`src/rtl/uart_bank_pkg.sv`:
```
package uart_bank_pkg;
  typedef enum logic [1:0] {
    BANK_RUN = 2'd0,
    BANK_CFG_A = 2'd1,
    BANK_CFG_B = 2'd2
  } bank_sel_e;

  localparam logic [7:0] CFG_B_KEY = 8'hBF;
  localparam logic [2:0] OPSEL_OFF = 3'd7;

  // word indices (byte offset / 4)
  localparam logic [31:0] WI_DATA  = 32'd0;
  localparam logic [31:0] WI_DIVHI = 32'd1;
  localparam logic [31:0] WI_FIFO  = 32'd2;
  localparam logic [31:0] WI_LINE  = 32'd3;
  localparam logic [31:0] WI_MODEM = 32'd4;
  localparam logic [31:0] WI_STAT  = 32'd5;
  localparam logic [31:0] WI_OPSEL = 32'd8;
  localparam logic [31:0] WI_AUX2  = 32'd9;
  localparam logic [31:0] WI_SUPP  = 32'd16;
  localparam logic [31:0] WI_SYSC  = 32'd21;
  localparam logic [31:0] WI_WAKE  = 32'd23;
endpackage

```
`src/rtl/uart_rst_sync.sv`:
```
module uart_rst_sync (
  input  logic clk,
  input  logic arst_n,
  output logic rst_n_sync
);
  logic [1:0] sync_q;

  always_ff @(posedge clk or negedge arst_n) begin
    if (!arst_n) sync_q <= 2'b00;
    else         sync_q <= {sync_q[0], 1'b1};
  end

  assign rst_n_sync = sync_q[1];
endmodule

```
`src/rtl/uart_lcr_decode.sv`:
```
module uart_lcr_decode
  import uart_bank_pkg::*;
(
  input  logic [7:0] lcr,
  output bank_sel_e  bank,
  output logic [1:0] char_len,
  output logic       two_stop,
  output logic       parity_en
);
  always_comb begin
    if (lcr == CFG_B_KEY) bank = BANK_CFG_B;
    else if (lcr[7])      bank = BANK_CFG_A;
    else                  bank = BANK_RUN;
  end

  assign char_len  = lcr[1:0];
  assign two_stop  = lcr[2];
  assign parity_en = lcr[3];
endmodule

```
`src/rtl/uart_baud_gen.sv`:
```
module uart_baud_gen #(
  parameter int DIV_W = 16
) (
  input  logic             clk,
  input  logic             rst_n,
  input  logic             run,
  input  logic [DIV_W-1:0] divisor,
  output logic             tick
);
  logic [DIV_W-1:0] cnt_q, cnt_d;

  always_comb begin
    tick  = run && (cnt_q == '0);
    cnt_d = cnt_q;
    if (!run)               cnt_d = '0;
    else if (cnt_q == '0)   cnt_d = divisor - DIV_W'(1);
    else                    cnt_d = cnt_q - DIV_W'(1);
  end

  always_ff @(posedge clk or negedge rst_n) begin
    if (!rst_n) cnt_q <= '0;
    else        cnt_q <= cnt_d;
  end
endmodule

```
`src/rtl/uart_lsr_pack.sv`:
```
module uart_lsr_pack (
  input  logic       rx_ready,
  input  logic       tx_empty,
  input  logic [4:0] line_err,
  output logic [7:0] lsr
);
  assign lsr = {line_err[4], 1'b0, tx_empty, line_err[3], line_err[2],
                line_err[1], line_err[0], rx_ready};
endmodule

```
`src/rtl/uart_bank_regs.sv`:
```
module uart_bank_regs
  import uart_bank_pkg::*;
#(
  parameter int BUS_W  = 32,
  parameter int ADDR_W = 7
) (
  input  logic              clk,
  input  logic              arst_n,
  input  logic              wr_en,
  input  logic              rd_en,
  input  logic [ADDR_W-1:0] addr,
  input  logic [BUS_W-1:0]  wdata,
  output logic [BUS_W-1:0]  rdata,
  input  logic [7:0]        rx_data,
  input  logic              rx_ready,
  input  logic              tx_empty,
  input  logic [4:0]        line_err,
  output logic [7:0]        tx_data,
  output logic              tx_load,
  output logic              rx_pop,
  output logic              baud_tick,
  output logic              fifo_en,
  output logic              rx_fifo_clr,
  output logic              tx_fifo_clr,
  output logic [1:0]        char_len,
  output logic              two_stop,
  output logic              parity_en,
  output logic [2:0]        op_sel,
  output logic [7:0]        int_en,
  output logic [7:0]        modem_ctl
);
  localparam int IDX_W = ADDR_W - 2;
  localparam int DIV_W = 16;

  logic       rst_n;
  bank_sel_e  bank;
  logic [7:0] lsr, wb, rd8;
  logic [31:0] widx;
  logic       in_cfg, in_b, unused_bits;
  logic [DIV_W-1:0] divisor;

  logic [7:0] lcr_q, dll_q, dlh_q, ier_q, efr_q, mcr_q, xon1_q, xon2_q;
  logic [7:0] opsel_q, aux2_q, supp_q, sysc_q, wake_q, txd_q;
  logic       fen_q, rxclr_q, txclr_q, txld_q;
  logic [7:0] lcr_d, dll_d, dlh_d, ier_d, efr_d, mcr_d, xon1_d, xon2_d;
  logic [7:0] opsel_d, aux2_d, supp_d, sysc_d, wake_d, txd_d;
  logic       fen_d, rxclr_d, txclr_d, txld_d;

  uart_rst_sync u_rst (.clk(clk), .arst_n(arst_n), .rst_n_sync(rst_n));

  uart_lcr_decode u_dec (
    .lcr(lcr_q), .bank(bank), .char_len(char_len),
    .two_stop(two_stop), .parity_en(parity_en)
  );

  uart_lsr_pack u_lsr (
    .rx_ready(rx_ready), .tx_empty(tx_empty), .line_err(line_err), .lsr(lsr)
  );

  assign divisor = {dlh_q, dll_q};

  uart_baud_gen #(.DIV_W(DIV_W)) u_baud (
    .clk(clk), .rst_n(rst_n),
    .run((opsel_q[2:0] != OPSEL_OFF) && (divisor != '0)),
    .divisor(divisor), .tick(baud_tick)
  );

  assign widx        = 32'(addr[ADDR_W-1:2]);
  assign wb          = wdata[7:0];
  assign in_cfg      = (bank != BANK_RUN);
  assign in_b        = (bank == BANK_CFG_B);
  assign unused_bits = ^{wdata[BUS_W-1:8], addr[1:0]};

  // next-state
  always_comb begin
    lcr_d = lcr_q;  dll_d = dll_q;  dlh_d = dlh_q;  ier_d = ier_q;
    efr_d = efr_q;  mcr_d = mcr_q;  xon1_d = xon1_q; xon2_d = xon2_q;
    opsel_d = opsel_q; aux2_d = aux2_q; supp_d = supp_q;
    sysc_d = sysc_q; wake_d = wake_q; txd_d = txd_q; fen_d = fen_q;
    rxclr_d = 1'b0; txclr_d = 1'b0; txld_d = 1'b0;
    if (wr_en) begin
      case (widx)
        WI_DATA: begin
          if (in_cfg) begin
            if (!ier_q[4]) dll_d = wb;
          end else begin
            txd_d  = wb;
            txld_d = 1'b1;
          end
        end
        WI_DIVHI: begin
          if (in_cfg) begin
            if (!ier_q[4]) dlh_d = wb;
          end else if (efr_q[4]) begin
            ier_d = wb;
          end
        end
        WI_FIFO: begin
          if (in_b) efr_d = wb;
          else if (efr_q[4] && (divisor == '0)) begin
            fen_d   = wb[0];
            rxclr_d = wb[1];
            txclr_d = wb[2];
          end
        end
        WI_LINE:  lcr_d = wb;
        WI_MODEM: if (in_b) xon1_d = wb; else mcr_d = wb;
        WI_STAT:  if (in_b) xon2_d = wb;
        WI_OPSEL: opsel_d = wb;
        WI_AUX2:  aux2_d = wb;
        WI_SUPP:  supp_d = wb;
        WI_SYSC:  sysc_d = wb;
        WI_WAKE:  wake_d = wb;
        default: ;
      endcase
    end
  end

  // registers
  always_ff @(posedge clk or negedge rst_n) begin
    if (!rst_n) begin
      lcr_q <= '0; dll_q <= '0; dlh_q <= '0; ier_q <= '0;
      efr_q <= '0; mcr_q <= '0; xon1_q <= '0; xon2_q <= '0;
      opsel_q <= {5'd0, OPSEL_OFF}; aux2_q <= '0; supp_q <= '0;
      sysc_q <= '0; wake_q <= '0; txd_q <= '0; fen_q <= 1'b0;
      rxclr_q <= 1'b0; txclr_q <= 1'b0; txld_q <= 1'b0;
    end else begin
      lcr_q <= lcr_d; dll_q <= dll_d; dlh_q <= dlh_d; ier_q <= ier_d;
      efr_q <= efr_d; mcr_q <= mcr_d; xon1_q <= xon1_d; xon2_q <= xon2_d;
      opsel_q <= opsel_d; aux2_q <= aux2_d; supp_q <= supp_d;
      sysc_q <= sysc_d; wake_q <= wake_d; txd_q <= txd_d; fen_q <= fen_d;
      rxclr_q <= rxclr_d; txclr_q <= txclr_d; txld_q <= txld_d;
    end
  end

  // read mux
  always_comb begin
    case (widx)
      WI_DATA:  rd8 = in_cfg ? dll_q : rx_data;
      WI_DIVHI: rd8 = in_cfg ? dlh_q : ier_q;
      WI_FIFO:  rd8 = in_b ? efr_q : {fen_q, fen_q, 6'b000001};
      WI_LINE:  rd8 = lcr_q;
      WI_MODEM: rd8 = in_b ? xon1_q : mcr_q;
      WI_STAT:  rd8 = in_b ? xon2_q : lsr;
      WI_OPSEL: rd8 = opsel_q;
      WI_AUX2:  rd8 = aux2_q;
      WI_SUPP:  rd8 = supp_q;
      WI_SYSC:  rd8 = sysc_q;
      WI_WAKE:  rd8 = wake_q;
      default:  rd8 = 8'h00;
    endcase
  end

  assign rdata       = {{(BUS_W-8){1'b0}}, rd8};
  assign rx_pop      = rd_en && (widx == WI_DATA) && !in_cfg;
  assign tx_data     = txd_q;
  assign tx_load     = txld_q;
  assign fifo_en     = fen_q;
  assign rx_fifo_clr = rxclr_q;
  assign tx_fifo_clr = txclr_q;
  assign op_sel      = opsel_q[2:0];
  assign int_en      = ier_q;
  assign modem_ctl   = mcr_q;
endmodule

```
`config.mk`:
```
export PLATFORM = sky130hd
export DESIGN_NAME = uart_bank_regs
export DESIGN_NICKNAME = d
export VERILOG_FILES = /design/src/rtl/uart_bank_pkg.sv /design/src/rtl/uart_rst_sync.sv /design/src/rtl/uart_lcr_decode.sv /design/src/rtl/uart_baud_gen.sv /design/src/rtl/uart_lsr_pack.sv /design/src/rtl/uart_bank_regs.sv
export SDC_FILE = /design/constraint.sdc
export NUM_CORES = 1
export LEC_CHECK = 0
export ABC_AREA = 1
export BUFFER_PORTS_ARGS = -buffer_cell sky130_fd_sc_hd__buf_2
export CORE_MARGIN = 5
export CORE_UTILIZATION = 30
export CTS_CLUSTER_SIZE = 25
export DETAILED_ROUTE_END_ITERATION = 8
export PLACE_DENSITY = 0.52
export REMOVE_ABC_BUFFERS = 1
export SLEW_MARGIN = 25
export SYNTH_ARGS = -nofsm -noshare
export SYNTH_HDL_FRONTEND = slang
export SYNTH_SLANG_ARGS = --single-unit
export TNS_END_PERCENT = 5
```
`constraint.sdc`:
```
create_clock -name clk -period 5.5 [get_ports clk]
set_input_delay 0.825 -clock clk [delete_from_list [all_inputs] [get_ports clk]]
set_output_delay 0.825 -clock clk [all_outputs]
set_load 0.01 [all_outputs]
```
# --- Word-level counts from Yosys, hierarchy flattened ---
# Cells that the tools add are included.
word_totals:
  reg_bits: 134
  in_bits: 58
op_classes:
  add_sub_neg: 2
  n_eq_ne: 13
  muxes: 21
  bitwise: 3
  reduce_logical: 26
op_table:
  columns: ["cell", "n"]
  rows:
  - ["$pmux W8 S11", 1]
  - ["$mux W8", 5]
  - ["$logic_not A16 Y1", 2]
  - ["$logic_not A32 Y1", 1]
  - ["$mux W16", 2]
  - ["$sub A16 B1 Y16 const B", 2]
  - ["$reduce_and A4 Y1", 4]
  - ["$reduce_bool A16 Y1", 1]
  - ["$eq A5 B5 Y1 const B", 3]
  - ["$reduce_and A3 Y1", 5]
  - ["$mux W1", 12]
  - ["$reduce_and A2 Y1", 6]
  - ["$eq A5 B2 Y1 const B", 2]
  - ["$eq A5 B3 Y1 const B", 2]
  - ["$eq A5 B4 Y1 const B", 2]
  - ["$eq A8 B8 Y1 const B", 1]
  - ["$eq A5 B1 Y1 const B", 1]
  - ["$logic_and A1 B1 Y1", 5]
  - ["$ne A3 B3 Y1 const B", 1]
  - ["$not A1 Y1", 3]
  - ["$eq A2 B2 Y1 const B", 1]
  - ["$mux W2", 1]
  - ["$reduce_bool A2 Y1", 1]
  - ["$logic_not A1 Y1", 1]

# --- Depth between registers and ports, before layout ---
depth:
  word_depth: 6
  mapped_depth: 14

# --- Cells and area by module ---
# Synthesis repeated with hierarchy kept, for this count alone.
hier_totals:
  cells_unflattened: 1003
  hier_area_um2: 7692.4
by_module_without_submodules:
  columns: ["mod", "n_inst", "cells_each", "area_per_inst_um2", "seq_area_each_um2"]
  rows:
  - ["uart_bank_regs", 1, 768, 6150.9, 2906.5]
  - ["uart_baud_gen", 1, 209, 1347.5, 400.4]
  - ["uart_lcr_decode", 1, 14, 76.3, 0.0]
  - ["uart_lsr_pack", 1, 9, 63.8, 0.0]
  - ["uart_rst_sync", 1, 3, 53.8, 50.0]

# --- Worst setup path after synthesis ---
# OpenSTA, ideal clock, no wires.
synth_path:
  kind: "input-to-output"
  start: "input port addr[2]"
  end: "output port rdata[7]"
  arrival_time_ps: 1843
  path_slack_ps: 2832
  stages: 7
  n_path_buf: 0
  path_cell_list: "nor2_1 > nand2_1 > nor2_1 > o21ai_0 > o22ai_1 > nor2_1 > nand2_1"
synth_via:
  elab_chain_cells: 2
  elab_cells_between_ends: 12
  cone_classes: "eq/ne (10); mux (1); reduce/logical (1)"
synth_rtl:
  columns: ["element", "line", "text"]
  rows:
  - ["from (decl)", "uart_bank_regs.sv:11", "input logic [ADDR_W-1:0] addr,"]
  - ["$logic_not A32 Y1 (tied with other cells)", "uart_bank_regs.sv:138", "case (widx)"]
  - ["$pmux W8 S11 (*)", "uart_bank_regs.sv:138", null]
  - ["to (decl)", "uart_bank_regs.sv:13", "output logic [BUS_W-1:0] rdata,"]
# Mark *: on every way between the ends. The rest lies on a longest branch, timed or not.

# --- Worst setup path in the final report ---
layout_path:
  start: "register lcr_q[7]"
  end: "output port rdata[6]"
layout_via:
  elab_chain_cells: 5
  elab_cells_between_ends: 11
  cone_classes: "eq/ne (2); mux (8); reduce/logical (1)"
layout_rtl:
  columns: ["element", "line", "text"]
  rows:
  - ["from (decl)", "uart_bank_regs.sv:42", "logic [7:0] lcr_q, dll_q, dlh_q, ier_q, efr_q, mcr_q, xon1_q, xon2_q;"]
  - ["from (signal assigned)", "uart_bank_regs.sv:128", "lcr_q <= lcr_d; dll_q <= dll_d; dlh_q <= dlh_d; ier_q <= ier_d;"]
  - ["$eq A8 B8 Y1 or $mux W1 (tied branches)", "uart_lcr_decode.sv:11, uart_lcr_decode.sv:12", null]
  - ["$mux W2 (*)", "uart_lcr_decode.sv:11", "if (lcr == CFG_B_KEY) bank = BANK_CFG_B;"]
  - ["$eq A2 B2 Y1 or $reduce_bool A2 Y1 (tied branches)", "uart_bank_regs.sv:71, uart_bank_regs.sv:70", null]
  - ["$mux W8 (on tied branches)", null, null]
  - ["$pmux W8 S11 (*)", "uart_bank_regs.sv:138", null]
# Marks and branches as above.

==> flow_summary_export.csv <==
group,metric,value,unit
status,status,"completed",
cells_and_area,fin_nets,977,
synthesis,seq_area_frac_synth,48.4,%
synthesis,synthCells,858,
setup_path,cp-start-kind,"register",
power_and_ir_drop,vdd_drop_max,167,uV
timing,finClkSkew,0.00986,ns
synthesis,yosysTopAreaCellShare,47.3,%
die,die_w,162,um
worst_hold_path,hp-class,"primary input to async pin",
setup_path,crit_type,"register to output port",
die,die_h,162,um
timing,finalHoldViolCount,0,
cells_and_area,area_growth_syn_to_layout,15.0,%
die,initial_utilization,30.5,%
setup_path,max_stage_delay,0.64,ns
synthesis,synth_ff_type,"dfrtp_1",
synthesis,synth_warnings,0,
cts,cts.path.max_buffers,2,
setup_path,crit_path_end_kind,"output port",
setup_path,cp.required,4.68,ns
setup_path,r2r-end,"xon1_q[6]",
grt,antenna_found_initial,0,
placement,dpl_cell_area,7370,um2
cells_and_area,design_area,7970,um2
timing,setup_tns,0,ns
grt,overflow,0,
synthesis,yosys-top-cells-count,"251 x nand2_1, 131 x dfrtp_1, 104 x o21ai_0",
cells_and_area,post-route-util,35.1,%
routing,dr_total_vias,5753,
timing,final_min_period_over_clock_period,65.3,%
routing,ant_nets,0,
cts,post_cts_buffers,0,
synthesis,yosysMostFrequentCell,"nand2_1",
setup_path,reg2reg_slack,2.94,ns
cts,path_clk_slew,0.06,ns
grt,grtUsageTotal,15.8,%
synthesis,avgSynthCellArea,8.08,um2
routing,first_pass_iters,5,
synthesis,async_flop_share,100,%
synthesis,yosysTopAreaCell,"dfrtp_1",
cts,root_buffer,"clkbuf_16",
timing,relSlewSlack,42.4,%
cts,post_cts_resized,0,
cts,holdBufCountCts,0,
setup_path,slowest_stage,"dfrtp_1",
grt,grt_pass1_vias,5589,
setup_path,critPathLaunch,"lcr_q[7]",
placement,dp.final_hpwl,14400,um
die,ioPinCount,127,
synthesis,syn_area,6930,um2
die,die_area,26200,um2
synthesis,ys_types,38,
setup_path,cp_max_fo,21,
setup_path,r2r_start,"lcr_q[7]",
timing,max_freq,278,MHz
setup_path,cp.arrival,2.77,ns
cells_and_area,layout-drive-gt1-share,17.5,%
timing,fin_crit,3.59,ns
timing,setup_viol,0,
timing,worst_pin_slew,0.858,ns
timing,rsz0062_at_grt,"false",
cts,h-tree-depth,4,
routing,wl_per_cell,16.7,um
cts,cts_tree,"yes",
grt,grt_max_degree,60,
power_and_ir_drop,power,3.25,mW
die,core_area,22700,um2
cells_and_area,regMostFlops,"u_baud.cnt_q",
routing,via_per_inst,4.73,
die,row_count,55,
cts,cts_buffers,17,
synthesis,synth-edff-count,0,
routing,drc_errors,0,
routing,routed_wl,20300,um
setup_path,ff2ff_path_depth,6,
cts,clkSinkCount,134,
placement,portBuffers,76,
run,drv_cap,0,
synthesis,netlist_top_cells_area,"dfrtp_1 47%, nand2_1 14%, o21ai_0 7.5%",
power_and_ir_drop,p_leak,3.88,nW
placement,place_congestion,0.874,
cells_and_area,fin_cells,1216,
timing,final_max_slew_viol_count,0,
cts,worstSkewPairLatency,0.42,ns
power_and_ir_drop,powerDensity,408,nW/um2
grt,grt_pass1_wl,32200,um
routing,drtIter0Drc,483,
cells_and_area,n_antenna_cell,0,
placement,placedCellCount,1184,
cells_and_area,largest_reg_flops,16,
synthesis,yosys_register_bits,134,
setup_path,path_cells,"inv_2 > nor4_4 > nand2_2 > inv_2 > nand3_1 > nand2_1 > nor2_1 > nand3_1 > buf_2",
## worst max-delay path: cells and delay by family (launching register included)
family	cells	cell delay [ns]
buffers and inverters	3	0.74
flip-flops	1	0.64
AND/OR/NAND/NOR	6	0.97
## layer usage
metal,global-route usage (%),part of all wire [%]
met1,22.6,47
met2,25.2,47
met3,3.10,5.2
met4,3.27,0.96
met5,0,0
## power by group
part / leakage, nW / total (mW) / switching, mW / internal (mW)
logic: 1.82 / 0.848 / 0.572 / 0.276
registers: 1.78 / 1.24 / 0.105 / 1.13
clock network: 0.279 / 1.17 / 0.444 / 0.725
## worst max-delay path by stage
| stage | cells after the start | slack [ns] | end |
|---|---|---|---|
| finish | 9 | 1.91 | rdata[6] |
| global route | 9 | 1.68 | rdata[6] |
| CTS | 9 | 1.91 | rdata[6] |
| detailed placement | 11 | 2.01 | rdata[6] |
| global placement | 11 | 2.04 | rdata[7] |
| floorplan | 0 | 1.50 | aux2_q[0] |
## final cells by class
cell class	instances	area, um2
Tap cell	285	357
Multi-Input combinational cell	620	3000
Sequential cell	134	3360
Fill cell	2412	14700
Inverter	67	251
Timing Repair Buffer	78	395
Clock inverter	12	155
Clock buffer	20	447
## cells by family after synthesis
kind of cell	after synthesis	share of synthesized area (%)
adder cells (fa/ha/maj)	1	0.180
buffers and inverters	127	9.48
XOR/XNOR	3	0.379
AO/OA/AOI/OAI	175	14.1
AND/OR/NAND/NOR	416	27.3
flip-flops	134	48.4
other	2	0.108
## cell usage in the layout (no fill, tap or decap), types with 3 or more instances in the layout
| cell | instances |
|---|---|
| nand4_1 | 15 |
| a21oi_1 | 16 |
| o211ai_1 | 9 |
| dfrtp_1 | 130 |
| nand2_2 | 7 |
| nor2_4 | 5 |
| o21bai_1 | 5 |
| nor2_2 | 9 |
| clkbuf_16 | 17 |
| nor3_1 | 5 |
| o21ai_1 | 21 |
| nand2_1 | 251 |
| inv_2 | 7 |
| buf_2 | 76 |
| nand2_4 | 5 |
| clkinvlp_4 | 5 |
| a22oi_1 | 4 |
| nor2_1 | 76 |
| bufinv_16 | 3 |
| o21ai_0 | 104 |
| dfstp_2 | 3 |
| o21ai_2 | 8 |
| nand3_4 | 4 |
| xor2_1 | 3 |
| conb_1 | 25 |
| a211oi_1 | 3 |
| nand3_1 | 34 |
| inv_1 | 59 |
## through the flow
stage	hold WS, ns	worst slack [ns]
global route	0.163	1.68
floorplan	0.331	1.50
global placement	0.295	2.04
detailed placement	0.304	2.01
finish	0.174	1.91
CTS	0.164	1.91
No activity file was read; power rests on OpenSTA's default activity.
